## config.mk

```make
export PLATFORM = sky130hd
export DESIGN_NAME = keystream_frame_seq
export DESIGN_NICKNAME = d
export VERILOG_FILES = /design/src/rtl/kfs_pkg.sv /design/src/rtl/kfs_phase_fsm.sv /design/src/rtl/kfs_ctrl_gen.sv /design/src/rtl/kfs_burst_collect.sv /design/src/rtl/keystream_frame_seq.sv
export SDC_FILE = /design/constraint.sdc
export NUM_CORES = 1
export LEC_CHECK = 0
export ABC_CLOCK_PERIOD_IN_PS = 3600
export BUFFER_PORTS_ARGS = -buffer_cell sky130_fd_sc_hd__buf_2
export CAP_MARGIN = 20
export CORE_MARGIN = 3
export CORE_UTILIZATION = 47
export DETAILED_ROUTE_END_ITERATION = 8
export HOLD_SLACK_MARGIN = 0.08
export PLACE_DENSITY = 0.77
export SETUP_SLACK_MARGIN = 0.5
export SYNTH_ARGS = -nofsm -noshare
export SYNTH_HDL_FRONTEND = slang
export SYNTH_HIERARCHICAL = 1
export SYNTH_SLANG_ARGS = --single-unit
export TNS_END_PERCENT = 1
```

## constraint.sdc

```tcl
create_clock -name clk -period 3.6 [get_ports clk]
set_clock_uncertainty 0.1 [all_clocks]
set_input_delay 1.08 -clock clk [delete_from_list [all_inputs] [get_ports clk]]
set_output_delay 1.08 -clock clk [all_outputs]
set_load 0.05 [all_outputs]
```

## src/rtl/kfs_pkg.sv

```systemverilog
`timescale 1ns/1ps
package kfs_pkg;
    typedef enum logic [2:0] {
        ST_IDLE,
        ST_RESET,
        ST_KEY,
        ST_FRAME,
        ST_MIX,
        ST_BURST_A,
        ST_BURST_B,
        ST_TAIL
    } seq_state_t;

    localparam int CTL_DATA  = 0;
    localparam int CTL_FORCE = 1;
    localparam int CTL_RESET = 2;
    localparam int CTL_W     = 3;
endpackage

```

## src/rtl/kfs_phase_fsm.sv

```systemverilog
`timescale 1ns/1ps
module kfs_phase_fsm
    import kfs_pkg::*;
#(
    parameter int KEY_W   = 64,
    parameter int FRAME_W = 22,
    parameter int MIX_CYC = 100,
    parameter int BURST_W = 114,
    parameter int CNT_W   = 7
) (
    input  logic             clk,
    input  logic             rst_n,
    input  logic             start_i,
    output seq_state_t       state_o,
    output logic [CNT_W-1:0] idx_o,
    output logic             accept_o,
    output logic             busy_o,
    output logic             done_o
);
    seq_state_t       st_q, st_d;
    logic [CNT_W-1:0] cnt_q, cnt_d;
    logic             last_beat;
    logic             done_q;

    // Next state and beat counter
    always_comb begin
        last_beat = 1'b0;
        unique case (st_q)
            ST_KEY:                 last_beat = (cnt_q == CNT_W'(KEY_W - 1));
            ST_FRAME:               last_beat = (cnt_q == CNT_W'(FRAME_W - 1));
            ST_MIX:                 last_beat = (cnt_q == CNT_W'(MIX_CYC - 1));
            ST_BURST_A, ST_BURST_B: last_beat = (cnt_q == CNT_W'(BURST_W - 1));
            default:                last_beat = 1'b1;
        endcase

        st_d = st_q;
        unique case (st_q)
            ST_IDLE:    if (start_i) st_d = ST_RESET;
            ST_RESET:   st_d = ST_KEY;
            ST_KEY:     if (last_beat) st_d = ST_FRAME;
            ST_FRAME:   if (last_beat) st_d = ST_MIX;
            ST_MIX:     if (last_beat) st_d = ST_BURST_A;
            ST_BURST_A: if (last_beat) st_d = ST_BURST_B;
            ST_BURST_B: if (last_beat) st_d = ST_TAIL;
            ST_TAIL:    st_d = ST_IDLE;
            default:    st_d = ST_IDLE;
        endcase

        if ((st_d != st_q) || (st_q == ST_IDLE)) begin
            cnt_d = '0;
        end else begin
            cnt_d = cnt_q + 1'b1;
        end
    end

    // State register
    always_ff @(posedge clk or negedge rst_n) begin
        if (!rst_n) begin
            st_q   <= ST_IDLE;
            cnt_q  <= '0;
            done_q <= 1'b0;
        end else begin
            st_q   <= st_d;
            cnt_q  <= cnt_d;
            done_q <= (st_q == ST_TAIL);
        end
    end

    // Outputs
    always_comb begin
        state_o  = st_q;
        idx_o    = cnt_q;
        busy_o   = (st_q != ST_IDLE);
        accept_o = (st_q == ST_IDLE) && start_i;
        done_o   = done_q;
    end


    reset_step_chk: assert property (@(posedge clk) disable iff (!rst_n)
        (st_q == ST_RESET) |=> (st_q == ST_KEY));


    done_pulse_chk: assert property (@(posedge clk) disable iff (!rst_n)
        done_o |=> !done_o);


    done_after_tail_chk: assert property (@(posedge clk) disable iff (!rst_n)
        done_o |-> ($past(st_q) == ST_TAIL) && !busy_o);


    busy_start_ignored_chk: assert property (@(posedge clk) disable iff (!rst_n)
        ((st_q != ST_IDLE) && start_i) |=> (st_q != ST_RESET));
endmodule

```

## src/rtl/kfs_ctrl_gen.sv

```systemverilog
`timescale 1ns/1ps
module kfs_ctrl_gen
    import kfs_pkg::*;
#(
    parameter int KEY_W   = 64,
    parameter int FRAME_W = 22,
    parameter int CNT_W   = 7
) (
    input  logic               clk,
    input  logic               rst_n,
    input  seq_state_t         state_i,
    input  logic [CNT_W-1:0]   idx_i,
    input  logic [KEY_W-1:0]   key_i,
    input  logic [FRAME_W-1:0] frame_i,
    output logic [CTL_W-1:0]   ctrl_o
);
    localparam int KEY_IW   = $clog2(KEY_W);
    localparam int FRAME_IW = $clog2(FRAME_W);

    logic key_bit, frame_bit;

    always_comb begin
        key_bit   = key_i[idx_i[KEY_IW-1:0]];
        frame_bit = frame_i[idx_i[FRAME_IW-1:0]];
        ctrl_o    = '0;
        unique case (state_i)
            ST_RESET: ctrl_o[CTL_RESET] = 1'b1;
            ST_KEY: begin
                ctrl_o[CTL_FORCE] = 1'b1;
                ctrl_o[CTL_DATA]  = key_bit;
            end
            ST_FRAME: begin
                ctrl_o[CTL_FORCE] = 1'b1;
                ctrl_o[CTL_DATA]  = frame_bit;
            end
            default: ctrl_o = '0;
        endcase
    end


    idle_ctl_zero_chk: assert property (@(posedge clk) disable iff (!rst_n)
        (state_i == ST_IDLE) |-> (ctrl_o == '0));


    data_needs_force_chk: assert property (@(posedge clk) disable iff (!rst_n)
        !ctrl_o[CTL_FORCE] |-> !ctrl_o[CTL_DATA]);


    reset_alone_chk: assert property (@(posedge clk) disable iff (!rst_n)
        ctrl_o[CTL_RESET] |=> !ctrl_o[CTL_RESET]);
endmodule

```

## src/rtl/kfs_burst_collect.sv

```systemverilog
`timescale 1ns/1ps
module kfs_burst_collect
    import kfs_pkg::*;
#(
    parameter int BURST_W = 114
) (
    input  logic               clk,
    input  logic               rst_n,
    input  seq_state_t         state_i,
    input  logic               ks_i,
    output logic [BURST_W-1:0] word_a_o,
    output logic [BURST_W-1:0] word_b_o
);
    logic cap_a_q, cap_b_q;

    always_ff @(posedge clk or negedge rst_n) begin
        if (!rst_n) begin
            cap_a_q  <= 1'b0;
            cap_b_q  <= 1'b0;
            word_a_o <= '0;
            word_b_o <= '0;
        end else begin
            cap_a_q <= (state_i == ST_BURST_A);
            cap_b_q <= (state_i == ST_BURST_B);
            if (cap_a_q) word_a_o <= {word_a_o[BURST_W-2:0], ks_i};
            if (cap_b_q) word_b_o <= {word_b_o[BURST_W-2:0], ks_i};
        end
    end


    burst_order_chk: assert property (@(posedge clk) disable iff (!rst_n)
        $rose(cap_b_q) |-> $past(cap_a_q));
endmodule

```

## src/rtl/keystream_frame_seq.sv

```systemverilog
`timescale 1ns/1ps
module keystream_frame_seq
    import kfs_pkg::*;
#(
    parameter int KEY_W   = 64,
    parameter int FRAME_W = 22,
    parameter int MIX_CYC = 100,
    parameter int BURST_W = 114
) (
    input  logic               clk,
    input  logic               rst_n,
    input  logic               start_i,
    input  logic [KEY_W-1:0]   key_i,
    input  logic [FRAME_W-1:0] frame_i,
    input  logic               ks_i,
    output logic [CTL_W-1:0]   ctrl_o,
    output logic [BURST_W-1:0] word_a_o,
    output logic [BURST_W-1:0] word_b_o,
    output logic               busy_o,
    output logic               done_o
);
    localparam int LEN_A   = (KEY_W > FRAME_W) ? KEY_W : FRAME_W;
    localparam int LEN_B   = (MIX_CYC > BURST_W) ? MIX_CYC : BURST_W;
    localparam int MAX_LEN = (LEN_A > LEN_B) ? LEN_A : LEN_B;
    localparam int CNT_W   = $clog2(MAX_LEN + 1);

    seq_state_t         state;
    logic [CNT_W-1:0]   idx;
    logic               accept;
    logic [KEY_W-1:0]   key_q;
    logic [FRAME_W-1:0] frame_q;

    always_ff @(posedge clk or negedge rst_n) begin
        if (!rst_n) begin
            key_q   <= '0;
            frame_q <= '0;
        end else if (accept) begin
            key_q   <= key_i;
            frame_q <= frame_i;
        end
    end

    kfs_phase_fsm #(
        .KEY_W(KEY_W), .FRAME_W(FRAME_W), .MIX_CYC(MIX_CYC),
        .BURST_W(BURST_W), .CNT_W(CNT_W)
    ) u_fsm (
        .clk(clk), .rst_n(rst_n), .start_i(start_i),
        .state_o(state), .idx_o(idx), .accept_o(accept),
        .busy_o(busy_o), .done_o(done_o)
    );

    kfs_ctrl_gen #(
        .KEY_W(KEY_W), .FRAME_W(FRAME_W), .CNT_W(CNT_W)
    ) u_ctrl (
        .clk(clk), .rst_n(rst_n), .state_i(state), .idx_i(idx),
        .key_i(key_q), .frame_i(frame_q), .ctrl_o(ctrl_o)
    );

    kfs_burst_collect #(
        .BURST_W(BURST_W)
    ) u_collect (
        .clk(clk), .rst_n(rst_n), .state_i(state), .ks_i(ks_i),
        .word_a_o(word_a_o), .word_b_o(word_b_o)
    );


    key_hold_chk: assert property (@(posedge clk) disable iff (!rst_n)
        busy_o |=> ($stable(key_q) && $stable(frame_q)));


    words_hold_chk: assert property (@(posedge clk) disable iff (!rst_n)
        !busy_o |=> ($stable(word_a_o) && $stable(word_b_o)));


    busy_after_accept_chk: assert property (@(posedge clk) disable iff (!rst_n)
        accept |=> busy_o);
endmodule

```

## After elaboration in Yosys (flattened, before gate mapping)

Cells that the tools add are included.

- Register bits: 327
- Input bits: 90
- Output and inout bits: 233
- Logic and storage cells: 44

- Add/sub/neg operators: 1
- Order comparisons: 2
- Equal/unequal tests: 12
- Muxes and demuxes: 15
- Reductions and logical operators: 5

Operators by type and width:

| cell | number |
|---|---|
| 3-bit case mux with 8 select lines | 1 |
| 3-bit 2-to-1 mux | 6 |
| 7-bit == test (second input constant) | 2 |
| 3-bit == test (second input constant) | 4 |
| 7-bit by 1-bit adder with 7-bit output (second input constant) | 1 |
| 7-bit by 5-bit == test with 1-bit output (second input constant) | 1 |
| 7-bit by 6-bit == test with 1-bit output (second input constant) | 1 |
| 6-bit by 7-bit less-than comparator with 1-bit output (second input constant) | 1 |
| 7-bit 2-to-1 mux | 1 |
| 1-bit binary-select mux with 6-bit select | 1 |
| 3-bit by 2-bit == test with 1-bit output (second input constant) | 2 |
| 5-bit by 6-bit less-than comparator with 1-bit output (second input constant) | 1 |
| 1-bit binary-select mux with 5-bit select | 1 |
| 1-bit case mux with 4 select lines | 1 |
| 2-bit case mux with 2 select lines | 1 |
| 3-bit by 1-bit == test with 1-bit output (second input constant) | 1 |
| 3-bit zero test | 1 |
| 1-bit 2-to-1 mux | 3 |
| 3-bit inequality test | 1 |
| 3-bit nonzero test | 1 |
| 2-bit OR reduction | 1 |
| 1-bit logical AND | 1 |
| 1-bit logical OR | 1 |

## Logic depth before layout (Yosys ltp)

- Word-level depth: 8
- Depth in mapped cells: 8

## Modules after synthesis

The synthesis kept the hierarchy.

By module, submodules not included:

| module | times used | cells each | area each (um^2) | seq. area each (um^2) |
|---|---|---|---|---|
| kfs_burst_collect | 1 | 486 | 9028.7 | 5755.5 |
| keystream_frame_seq | 1 | 182 | 3397.0 | 2152.1 |
| kfs_ctrl_gen | 1 | 79 | 822.0 | 0.0 |
| kfs_phase_fsm | 1 | 72 | 700.7 | 275.3 |

## Least setup slack after synthesis

OpenSTA, ideal clock, no wires.

- Path kind: register -> output
- From: register u_fsm.st_q[2], in the netlist u_fsm/state_o[2]
- To: output ctrl_o[0]
- Data arrival time: 2.339 ns
- Required time: 2.420 ns
- Path slack: 0.081 ns
- Stages on the path, launching flop included: 5
- Buffers on the path: 0
- Cell sequence: dfrtp_1 -> nor2b_1 -> nor2b_1 -> nand2_1 -> o211ai_1

- Word-level cells in the longest chain between the ends: 2

RTL lines:

| element | line | source |
|---|---|---|
| from (decl) | kfs_phase_fsm.sv:20 | `seq_state_t st_q, st_d;` |
| from (signal assigned) | kfs_phase_fsm.sv:63 | `st_q <= st_d;` |
| 3-bit by 2-bit == test with 1-bit output | kfs_ctrl_gen.sv:26 | `unique case (state_i)` |
| 2-bit case mux with 2 select lines * | kfs_ctrl_gen.sv:26 |  |
| to (decl) | keystream_frame_seq.sv:16 | `output logic [CTL_W-1:0] ctrl_o,` |

Mark *: on every way between the ends. The rest lies on a longest branch, timed or not.

## Worst setup path in the final report

- From: register u_fsm.cnt_q[0], in the netlist u_fsm/idx_o[0]
- To: output ctrl_o[0]

- Word-level cells in the longest chain between the ends: 3

RTL lines:

| element | line | source |
|---|---|---|
| from (decl) | kfs_phase_fsm.sv:21 | `logic [CNT_W-1:0] cnt_q, cnt_d;` |
| from (signal assigned) | kfs_phase_fsm.sv:64 | `cnt_q <= cnt_d;` |
| 1-bit binary-select mux with 6-bit select / 1-bit binary-select mux with 5-bit select (equally long branches) | kfs_ctrl_gen.sv:23, kfs_ctrl_gen.sv:24 |  |
| 1-bit 2-to-1 mux, on equally long branches | kfs_ctrl_gen.sv:23, kfs_ctrl_gen.sv:24 |  |
| 2-bit case mux with 2 select lines * | kfs_ctrl_gen.sv:26 |  |

Mark *: on every way between the ends. The rest lies on a longest branch, timed or not. The select of a mux whose other input is x is not followed.

==> flow_summary.yaml <==
floorplanning:
  io_pins: 323
  core-area_um2: 29010
  rows: 62
  die_area_um2: 31780
  die_w_um: 178.3
  die_y_um: 178.3
  start_util_pct: 48.08
synthesis:
  synth-seq-cells: 327
  synthesis.nets: 910
  syn_area_per_cell_um2: 17.03
  synthTopCellsByArea: "dfrtp_1 59%, mux2_4 17%, mux2_2 13%"
  yosys.area.top_type: "dfrtp_1"
  synth_cells: 819
  synthTopCellsByCount: "327 x dfrtp_1, 160 x mux2_4, 158 x mux2_2"
  async_reset_ff_share_pct: 100.0
  ys_warn_count: 6
  synth_edf_count: 0
  synthFlopType: "dfrtp_1"
  synth.most_common_cell: "dfrtp_1"
  synth_top_area_share_pct: 58.67
  synthesis.area_um2: 13950
  ys_seq_area_share_pct: 58.67
  synthDistinctLibCells: 55
timing:
  whs_ps: 400.7
  finalSetupTns_ps: -294.3
  finalCritPeriodShare_pct: 108.2
  slew_headroom_pct: 52.96
  worst_pin_slew_ps: 705.6
  setup-violations-final: 1
  rsz0062_at_grt: "yes"
  setup_slack_ps: -294.3
  layout_min_cycle_time_ps: 3894
  hold_violations: 0
  slew_viol_final: 0
  fmax_ghz: 0.2568
status:
  violations: "setup timing"
  status: "finished with violations"
cts:
  clock_path_buffers: 3
  clock-sinks: 327
  cts_tree: "built"
  clock_latency_ps: 510
  cts_hold_buf: 0
  cts_buffers: 36
  cts.root.buffer_cell: "clkbuf_16"
  htree_levels: 2
  path_clk_slew_ps: 60
final_layout:
  syn2layout_area_growth_pct: 22.95
  fin_nets: 1247
  multi_input_area_um2: 5299
  instances_no_fill: 1567
  seqCellArea_um2: 8192
  drive_above_1_share_pct: 64.24
  nFillCells: 2226
  num_antenna_cells: 0
worst_setup_path:
  cp-startpoint: "u_fsm/idx_o[0]"
  r2r_start: "u_fsm/state_o[1]"
  cp.arrival_ps: 2710
  cp_max_fo: 7
  end_kind: "primary output"
  critical_path_required_ps: 2420
  crit_type: "reg2out"
  cp-start-kind: "flop"
routing:
  via_per_inst: 5.225
  initialDrtViolationCount: 503
  vias: 8188
  dr.pass1.iters: 4
  drc_errors: 0
  antenna_left: 0
  routed_wl_um: 31210
  post_drt_wl_per_cell_um: 19.91
global_routing:
  grt_pass1_vias: 8453
  grt_first_pass_wirelength_um: 48410
  grt_overflow_total: 0
  grt_max_degree: 88
  antenna_found_initial: 1
  track_usage_pct: 19.01
hold_path:
  min-delay-path-class: "reg2reg"
  min-delay-start: "key_q[50]"
power_and_ir_drop:
  ir_drop_uv: 286.7
  power.density_nw_per_um2: 444.0
  leakage_nw: 9.029
  power_mw: 7.614
place:
  dp_cells: 1498
  globalplace.congestion: 0.7715
  dp.final_hpwl_um: 21670
  place_ws_ps: 107.8
  buffer_ports.inserted: 322
run:
  cap_violations: 0
## placed cells by master (no fill, tap or decap), types with 5 or more instances in the layout
| cell type | count |
|---|---|
| inv_1 | 8 |
| nor2_2 | 6 |
| mux4_2 | 16 |
| buf_12 | 9 |
| xnor2_1 | 5 |
| nand2_1 | 10 |
| mux2_4 | 160 |
| buf_2 | 320 |
| nor2b_1 | 8 |
| dfrtp_1 | 324 |
| nor2_1 | 5 |
| buf_4 | 17 |
| clkbuf_1 | 9 |
| mux2_2 | 158 |
| clkbuf_16 | 36 |
| clkbuf_8 | 8 |
| clkinv_2 | 6 |
## through the flow
stage | area (um^2) | utilization [%]
detailed placement | 15870 | 54.71
global placement | 15870 | 54.71
finish | 17150 | 59.11
CTS | 17130 | 59.06
global route | 17150 | 59.11
floorplan | 13950 | -
## worst paths after layout
path                                          end  slack (ps)  depth (start not counted)
max                                     ctrl_o[0]        -290                          9
min                                     key_q[50]         400                          1
min reg2reg                             key_q[50]         400                          1
max in group asynchronous  u_collect/word_a_o[27]        2210                          2
min in group asynchronous  u_collect/word_b_o[70]         420                          1
max reg2reg                           frame_q[16]        1460                          4
## flip-flops by register name, summed over array words and instances (netlist names)
| register | cells |
|---|---|
| u_fsm/done_o | 1 |
| u_collect/cap_b_q | 1 |
| u_collect/word_a_o | 114 |
| u_collect/cap_a_q | 1 |
| u_fsm/state_o | 3 |
| frame_q | 22 |
| u_fsm/idx_o | 7 |
| u_collect/word_b_o | 114 |
| key_q | 64 |
## routing by layer
layer / track usage, % / vias up / routed length, um / share of wire (%)
met4: 4.286 / 2 / 582 / 1.9
li1: - / 3644 / - / -
met2: 30.76 / 292 / 14770 / 47
met5: 0 / - / 13 / 0.042
met1: 25.92 / 4203 / 13370 / 43
met3: 5.002 / 47 / 2462 / 7.9
## layout make-up
cell class / count / area share [%]
Sequential cell: 327 / 47.77
Multi-Input combinational cell: 435 / 30.90
Timing Repair Buffer: 348 / 11.41
Clock buffer: 53 / 6.092
Tap cell: 384 / 2.802
Clock inverter: 12 / 0.8536
Inverter: 8 / 0.1751
## power by group
part	internal, mW	switching (mW)
Clock	2.17	1.46
Combinational	0.113	0.115
Sequential	3.73	0.0282
Total	6.01	1.60
## kinds of logic after synthesis
group                    after synthesis  synth area share [%]
flip-flops                           327                 58.67
AND/OR/NAND/NOR                       60                 2.637
AO/OA/AOI/OAI                         29                 1.686
multiplexers                         338                 32.99
adder cells (fa/ha/maj)                2                0.1615
XOR/XNOR                               6                0.3767
buffers and inverters                 57                 3.480
## critical path, stage by stage (launching register included)
cell and delay (ps):
dfrtp_1 390, buf_12 150, buf_4 170, buf_4 180
inv_1 120, o311ai_0 350, o31ai_1 110, o311ai_1 310
o211ai_1 200, buf_4 240
## timing repair
item                       CTS  global route
pin swaps                    2             0
cloned                       1             0
resized for setup            1             5
setup endpoints to repair    1             2
setup buffers                3             0
Power figures use the tool's default switching activity.
